--- config.mk ---
export PLATFORM = sky130hd
export DESIGN_NAME = linefeed_ctrl
export DESIGN_NICKNAME = d
export VERILOG_FILES = /design/src/rtl/lf_pkg.sv /design/src/rtl/lf_state_fsm.sv /design/src/rtl/lf_alarm_flags.sv /design/src/rtl/lf_polarity_ramp.sv /design/src/rtl/linefeed_ctrl.sv
export SDC_FILE = /design/constraint.sdc
export NUM_CORES = 1
export LEC_CHECK = 0
export CORE_UTILIZATION = 45
export CTS_CLUSTER_DIAMETER = 120
export DETAILED_ROUTE_END_ITERATION = 8
export GPL_TIMING_DRIVEN = 0
export PLACE_DENSITY = 0.76
export SETUP_SLACK_MARGIN = 0.1
export SLEW_MARGIN = 20
export SYNTH_ARGS = -nofsm -noshare
export SYNTH_HDL_FRONTEND = slang
export SYNTH_SLANG_ARGS = --single-unit
--- constraint.sdc ---
create_clock -name clk -period 2.9 [get_ports clk]
set_input_delay 0.87 -clock clk [delete_from_list [all_inputs] [get_ports clk]]
set_output_delay 0.87 -clock clk [all_outputs]
set_load 0.05 [all_outputs]
--- src/rtl/lf_pkg.sv ---
package lf_pkg;

    typedef enum logic [2:0] {
        LS_OPEN      = 3'd0,
        LS_FWD_ACT   = 3'd1,
        LS_REV_ACT   = 3'd2,
        LS_FWD_OHT   = 3'd3,
        LS_REV_OHT   = 3'd4,
        LS_TIP_OPEN  = 3'd5,
        LS_RING_OPEN = 3'd6,
        LS_RINGING   = 3'd7
    } line_state_e;

    typedef struct packed {
        logic tip_drv;
        logic ring_drv;
        logic tip_hiz;
        logic ring_hiz;
        logic ring_gen;
        logic audio;
        logic reverse;
    } lead_ctrl_t;

    localparam int ALARM_PWR   = 0;
    localparam int ALARM_THERM = 1;
    localparam int NUM_ALARMS  = 2;

endpackage

--- src/rtl/lf_state_fsm.sv ---
module lf_state_fsm
    import lf_pkg::*;
(
    input  logic        clk,
    input  logic        rst_n,
    input  logic        req_valid,
    input  logic [2:0]  req_code,
    input  logic        pwr_fault,
    input  logic        therm_lo,
    input  logic        therm_hi,
    output line_state_e state_q,
    output lead_ctrl_t  ctrl,
    output logic        pwr_trip,
    output logic        therm_trip
);

    line_state_e state_d;
    logic        any_trip;

    // The applicable thermal limit follows the present state.
    assign therm_trip = (state_q == LS_RINGING) ? therm_hi : therm_lo;
    assign pwr_trip   = pwr_fault;
    assign any_trip   = pwr_trip | therm_trip;

    always_comb begin
        state_d = state_q;
        if (any_trip) begin
            state_d = LS_OPEN;                 // fault return
        end else if (req_valid) begin
            state_d = line_state_e'(req_code); // host load
        end
    end

    always_ff @(posedge clk or negedge rst_n) begin
        if (!rst_n) begin
            state_q <= LS_OPEN;
        end else begin
            state_q <= state_d;
        end
    end

    always_comb begin
        ctrl = '0;
        unique case (state_q)
            LS_OPEN: begin
                ctrl.tip_hiz  = 1'b1;
                ctrl.ring_hiz = 1'b1;
            end
            LS_FWD_ACT, LS_FWD_OHT: begin
                ctrl.tip_drv  = 1'b1;
                ctrl.ring_drv = 1'b1;
                ctrl.audio    = 1'b1;
            end
            LS_REV_ACT, LS_REV_OHT: begin
                ctrl.tip_drv  = 1'b1;
                ctrl.ring_drv = 1'b1;
                ctrl.audio    = 1'b1;
                ctrl.reverse  = 1'b1;
            end
            LS_TIP_OPEN: begin
                ctrl.tip_hiz  = 1'b1;
                ctrl.ring_drv = 1'b1;
            end
            LS_RING_OPEN: begin
                ctrl.ring_hiz = 1'b1;
                ctrl.tip_drv  = 1'b1;
                ctrl.reverse  = 1'b1;
            end
            LS_RINGING: begin
                ctrl.tip_drv  = 1'b1;
                ctrl.ring_drv = 1'b1;
                ctrl.ring_gen = 1'b1;
            end
        endcase
    end

endmodule

--- src/rtl/lf_alarm_flags.sv ---
module lf_alarm_flags #(
    parameter int N = 2
) (
    input  logic         clk,
    input  logic         rst_n,
    input  logic [N-1:0] set_vec,
    input  logic         clr_wr,
    input  logic [N-1:0] clr_bits,
    input  logic [N-1:0] mask,
    output logic [N-1:0] flags,
    output logic         irq
);

    for (genvar i = 0; i < N; i++) begin : g_flag
        always_ff @(posedge clk or negedge rst_n) begin
            if (!rst_n) begin
                flags[i] <= 1'b0;
            end else if (set_vec[i]) begin
                flags[i] <= 1'b1;
            end else if (clr_wr && clr_bits[i]) begin
                flags[i] <= 1'b0;
            end
        end
    end

    assign irq = |(flags & ~mask);

endmodule

--- src/rtl/lf_polarity_ramp.sv ---
module lf_polarity_ramp #(
    parameter int LEVEL_W = 8,
    parameter int DIV_W   = 8
) (
    input  logic               clk,
    input  logic               rst_n,
    input  logic               reverse,
    input  logic [DIV_W-1:0]   step_div,
    output logic [LEVEL_W-1:0] level,
    output logic               busy
);

    localparam logic [LEVEL_W-1:0] FWD_LEVEL = '1;
    localparam logic [LEVEL_W-1:0] REV_LEVEL = '0;

    logic [LEVEL_W-1:0] target;
    logic [DIV_W-1:0]   cnt;

    assign target = reverse ? REV_LEVEL : FWD_LEVEL;
    assign busy   = (level != target);

    always_ff @(posedge clk or negedge rst_n) begin
        if (!rst_n) begin
            level <= FWD_LEVEL;
            cnt   <= '0;
        end else if (!busy) begin
            cnt <= '0;
        end else if (step_div == '0) begin
            level <= target;
            cnt   <= '0;
        end else if (cnt == step_div - DIV_W'(1)) begin
            cnt   <= '0;
            level <= reverse ? level - LEVEL_W'(1) : level + LEVEL_W'(1);
        end else begin
            cnt <= cnt + DIV_W'(1);
        end
    end

endmodule

--- src/rtl/linefeed_ctrl.sv ---
module linefeed_ctrl
    import lf_pkg::*;
#(
    parameter int LEVEL_W = 8,
    parameter int DIV_W   = 8
) (
    input  logic               clk,
    input  logic               rst_n,
    input  logic               req_valid,
    input  logic [2:0]         req_code,
    input  logic [DIV_W-1:0]   ramp_div,
    input  logic               pwr_fault,
    input  logic               therm_lo,
    input  logic               therm_hi,
    input  logic [1:0]         irq_mask,
    input  logic               alarm_clr,
    input  logic [1:0]         alarm_clr_bits,
    output logic [2:0]         line_state,
    output logic               tip_drv_en,
    output logic               ring_drv_en,
    output logic               tip_hiz,
    output logic               ring_hiz,
    output logic               ring_gen_en,
    output logic               audio_en,
    output logic               reverse,
    output logic [LEVEL_W-1:0] drive_level,
    output logic               ramp_busy,
    output logic [1:0]         alarms,
    output logic               irq
);

    line_state_e           state_q;
    lead_ctrl_t            ctrl;
    logic                  pwr_trip;
    logic                  therm_trip;
    logic [NUM_ALARMS-1:0] alarm_set;

    lf_state_fsm u_fsm (
        .clk        (clk),
        .rst_n      (rst_n),
        .req_valid  (req_valid),
        .req_code   (req_code),
        .pwr_fault  (pwr_fault),
        .therm_lo   (therm_lo),
        .therm_hi   (therm_hi),
        .state_q    (state_q),
        .ctrl       (ctrl),
        .pwr_trip   (pwr_trip),
        .therm_trip (therm_trip)
    );

    always_comb begin
        alarm_set              = '0;
        alarm_set[ALARM_PWR]   = pwr_trip;
        alarm_set[ALARM_THERM] = therm_trip;
    end

    lf_alarm_flags #(.N(NUM_ALARMS)) u_alarm (
        .clk      (clk),
        .rst_n    (rst_n),
        .set_vec  (alarm_set),
        .clr_wr   (alarm_clr),
        .clr_bits (alarm_clr_bits),
        .mask     (irq_mask),
        .flags    (alarms),
        .irq      (irq)
    );

    lf_polarity_ramp #(.LEVEL_W(LEVEL_W), .DIV_W(DIV_W)) u_ramp (
        .clk      (clk),
        .rst_n    (rst_n),
        .reverse  (ctrl.reverse),
        .step_div (ramp_div),
        .level    (drive_level),
        .busy     (ramp_busy)
    );

    assign line_state  = state_q;
    assign tip_drv_en  = ctrl.tip_drv;
    assign ring_drv_en = ctrl.ring_drv;
    assign tip_hiz     = ctrl.tip_hiz;
    assign ring_hiz    = ctrl.ring_hiz;
    assign ring_gen_en = ctrl.ring_gen;
    assign audio_en    = ctrl.audio;
    assign reverse     = ctrl.reverse;

endmodule

==> results.cfg <==
[worst_hold_path]
min_path_type = reg -> reg
hold_start = u_alarm.flags[0]
holdPathEnd = u_alarm.flags[0]
worstHoldPathCells = 1

[worst_setup_path]
critPathMaxFanout = 8
r2r-end = u_ramp.level[6]
r2r_start = u_fsm.state_q[1]
critPathKind = reg -> out
r2r_slack_ns = 0.11
endpoint_kind = primary output
ff2ff_path_depth = 10
critPathRequiredTime_ns = 2.03
cp-start-kind = register
cp.arrival_ns = 2.15

[floorplanning]
die_x_um = 64.5
die_h_um = 64.5
rows = 22
core_region_area_sq_mm = 0.00372
die_area_sq_mm = 0.00416
pin_count = 44
start_util = 0.473

[drt]
wl_per_cell_um = 14.9
num_vias = 1762
first_pass_iters = 4
postRouteAntennaNets = 0
vias_per_cell = 5.68
drc = 0
drt-initial-drc-count = 115
wirelength_um = 4610

[placed_design]
dp_hpwl_um = 3070
place.port_buffers = 43
routabilityCongestion = 0.784
placed_cell_area_sq_mm = 0.00232
place_inst = 288

[clock_tree]
clk_pin_slew_ns = 0.07
cts_hold_buf = 0
cts_tree = done
h-tree-depth = 1
clock-sinks = 21
clockRootBuffer = clkbuf_8
cts.path.max_buffers = 2
cts_inserted_buffers = 3
clock_latency_ns = 0.25

[timing]
hold_violations = 0
fmax_mhz = 331
hold_slack_ns = 0.512
worst_slack_ns = -0.123
clock_skew_ns = 0.00427
setup_violations = 1
slew_headroom = 0.391
period_needed_ns = 3.02
rsz0062_at_grt = true
maxSlewViolCount = 0
tightest_slew_ns = 0.910
fin_crit_sh = 1.04

[global_routing]
antenna_found_initial = 0
gr-usage-all-layers = 0.230
busiest_layer = met2
grt_pass1_vias = 1626
grt_use_met1 = 0.311
overflow = 0
grt_max_degree = 22
use_met3 = 0.0387
grt_pass1_wl_um = 7530
grtUsageMet2 = 0.386

[yosys]
syn_inst = 197
ys_warn_count = 0
synth.avg_cell_area_sq_um = 8.92
ys.flop_type = dfrtp_1
yosysMostFrequentCell = nor2_1
synth_fp_nets = 229
synth_area_sq_mm = 0.00176
yosysSeqAreaShare = 0.305
synth_top_area_cell = dfrtp_1
synth_edf_count = 0
synth_top_cell_area_share = 0.185
ys_ff_latch = 21
synth.top_cells.by_area = dfrtp_1, dfstp_2, xor2_1
async_flop_share = 1.00
synth_commonest_cells = nor2_1, xor2_1, dfrtp_1
synth_cell_types = 50

[run]
maxCapViolCount = 0

[cells_and_area]
n_antenna_cell = 0
final_layout_size_suffix_gt1_frac = 0.260
stdcell_count = 310
final_area_sq_mm = 0.00264
syn2layout_area_growth_pct = 49.9
fin_nets = 295

[outcome]
violations = setup timing
status = finished with violations

[pwr]
power.density_mw_per_mm2 = 748
leakagePower_nw = 1.22
ir_worst_vdd_mv = 0.323
==> cell usage in the layout, fill, tap and decap left out, types with 3 or more instances in the layout <==
| cell type | n |
|---|---|
| a21o_1 | 4 |
| a21oi_1 | 3 |
| a221oi_2 | 5 |
| a41o_1 | 5 |
| and3_1 | 8 |
| buf_4 | 17 |
| clkbuf_8 | 3 |
| clkdlybuf4s50_1 | 30 |
| dfrtp_1 | 10 |
| dfrtp_2 | 3 |
| dfstp_2 | 8 |
| dlymetal6s2s_1 | 7 |
| ha_1 | 5 |
| ha_4 | 3 |
| inv_1 | 11 |
| mux2i_1 | 5 |
| nand2_1 | 9 |
| nand2b_1 | 3 |
| nand3_1 | 9 |
| nor2_1 | 25 |
| nor3_1 | 10 |
| o21ai_0 | 3 |
| xnor2_1 | 8 |
| xor2_1 | 12 |
==> critical path, stage by stage, from the launching register on <==
cell and delay (ns):
dfrtp_2 0.40, or2_1 0.24, and2b_4 0.23, ha_4 0.28, and3_4 0.18, and4_4 0.21, o21ai_4 0.08, buf_8 0.14
buf_8 0.14
==> kinds of logic after synthesis <==
family                   share of synthesized area
AO/OA/AOI/OAI                                0.194
XOR/XNOR                                     0.110
adder cells (fa/ha/maj)                     0.0754
buffers and inverters                       0.0420
flip-flops                                   0.305
multiplexers                                0.0285
AND/OR/NAND/NOR                              0.246
==> cell type report <==
cell class | count | area, sq um
Buffer | 4 | 42.5
Inverter | 13 | 51.3
Fill cell | 308 | 1080
Tap cell | 48 | 60.1
Multi-Input combinational cell | 160 | 1320
Clock buffer | 4 | 45.0
Timing Repair Buffer | 60 | 574
Sequential cell | 21 | 539
==> through the flow <==
| stage | total power [mW] | TNS, ns | setup slack, ns | utilization |
|---|---|---|---|---|
| floorplan | 1.32 | 0 | 0.0198 | - |
| global placement | 1.58 | -10.43 | -0.736 | 0.625 |
| detailed placement | 1.61 | -11.27 | -0.786 | 0.625 |
| CTS | 1.92 | -0.128 | -0.128 | 0.692 |
| global route | 2.09 | -0.173 | -0.173 | 0.709 |
| finish | 1.97 | -0.123 | -0.123 | 0.709 |
==> routing by layer <==
metal	vias up	routed length, um
li1	861	-
met1	830	2030
met2	69	2240
met3	2	314
met4	0	25
met5	-	0
==> power by group <==
group | internal [mW] | total [mW] | switching, mW
clock network | 0.0975 | 0.185 | 0.0877
logic | 0.535 | 1.19 | 0.658
registers | 0.432 | 0.593 | 0.161
total | 1.06 | 1.97 | 0.907
==> what timing repair did <==
action                     4_1_cts  5_1_grt
setup endpoints to repair       20       21
setup buffers                   16        1
cloned                           1        0
gates resized for setup         30       20
pin swaps                        9       12
==> state kept, by name, indices dropped and copies added, names as in the netlist <==
name and count:
u_ramp.cnt 8, u_fsm.state_q 3, u_alarm.flags 2, u_ramp.level 8
==> worst max path at each step <==
stage | slack [ns] | to | cells past startpoint | startpoint
4_1_cts | -0.13 | ramp_busy | 8 | u_fsm.state_q[2]
3_5_place_dp | -0.79 | u_ramp.level[3] | 10 | ramp_div[0]
5_1_grt | -0.17 | ramp_busy | 8 | u_fsm.state_q[1]
3_3_place_gp | -0.74 | u_ramp.level[5] | 10 | ramp_div[0]
2_1_floorplan | 0.02 | ramp_busy | 7 | u_fsm.state_q[1]
6_report | -0.12 | ramp_busy | 8 | u_fsm.state_q[1]
Note: power is estimated with default switching activity, not from simulation.
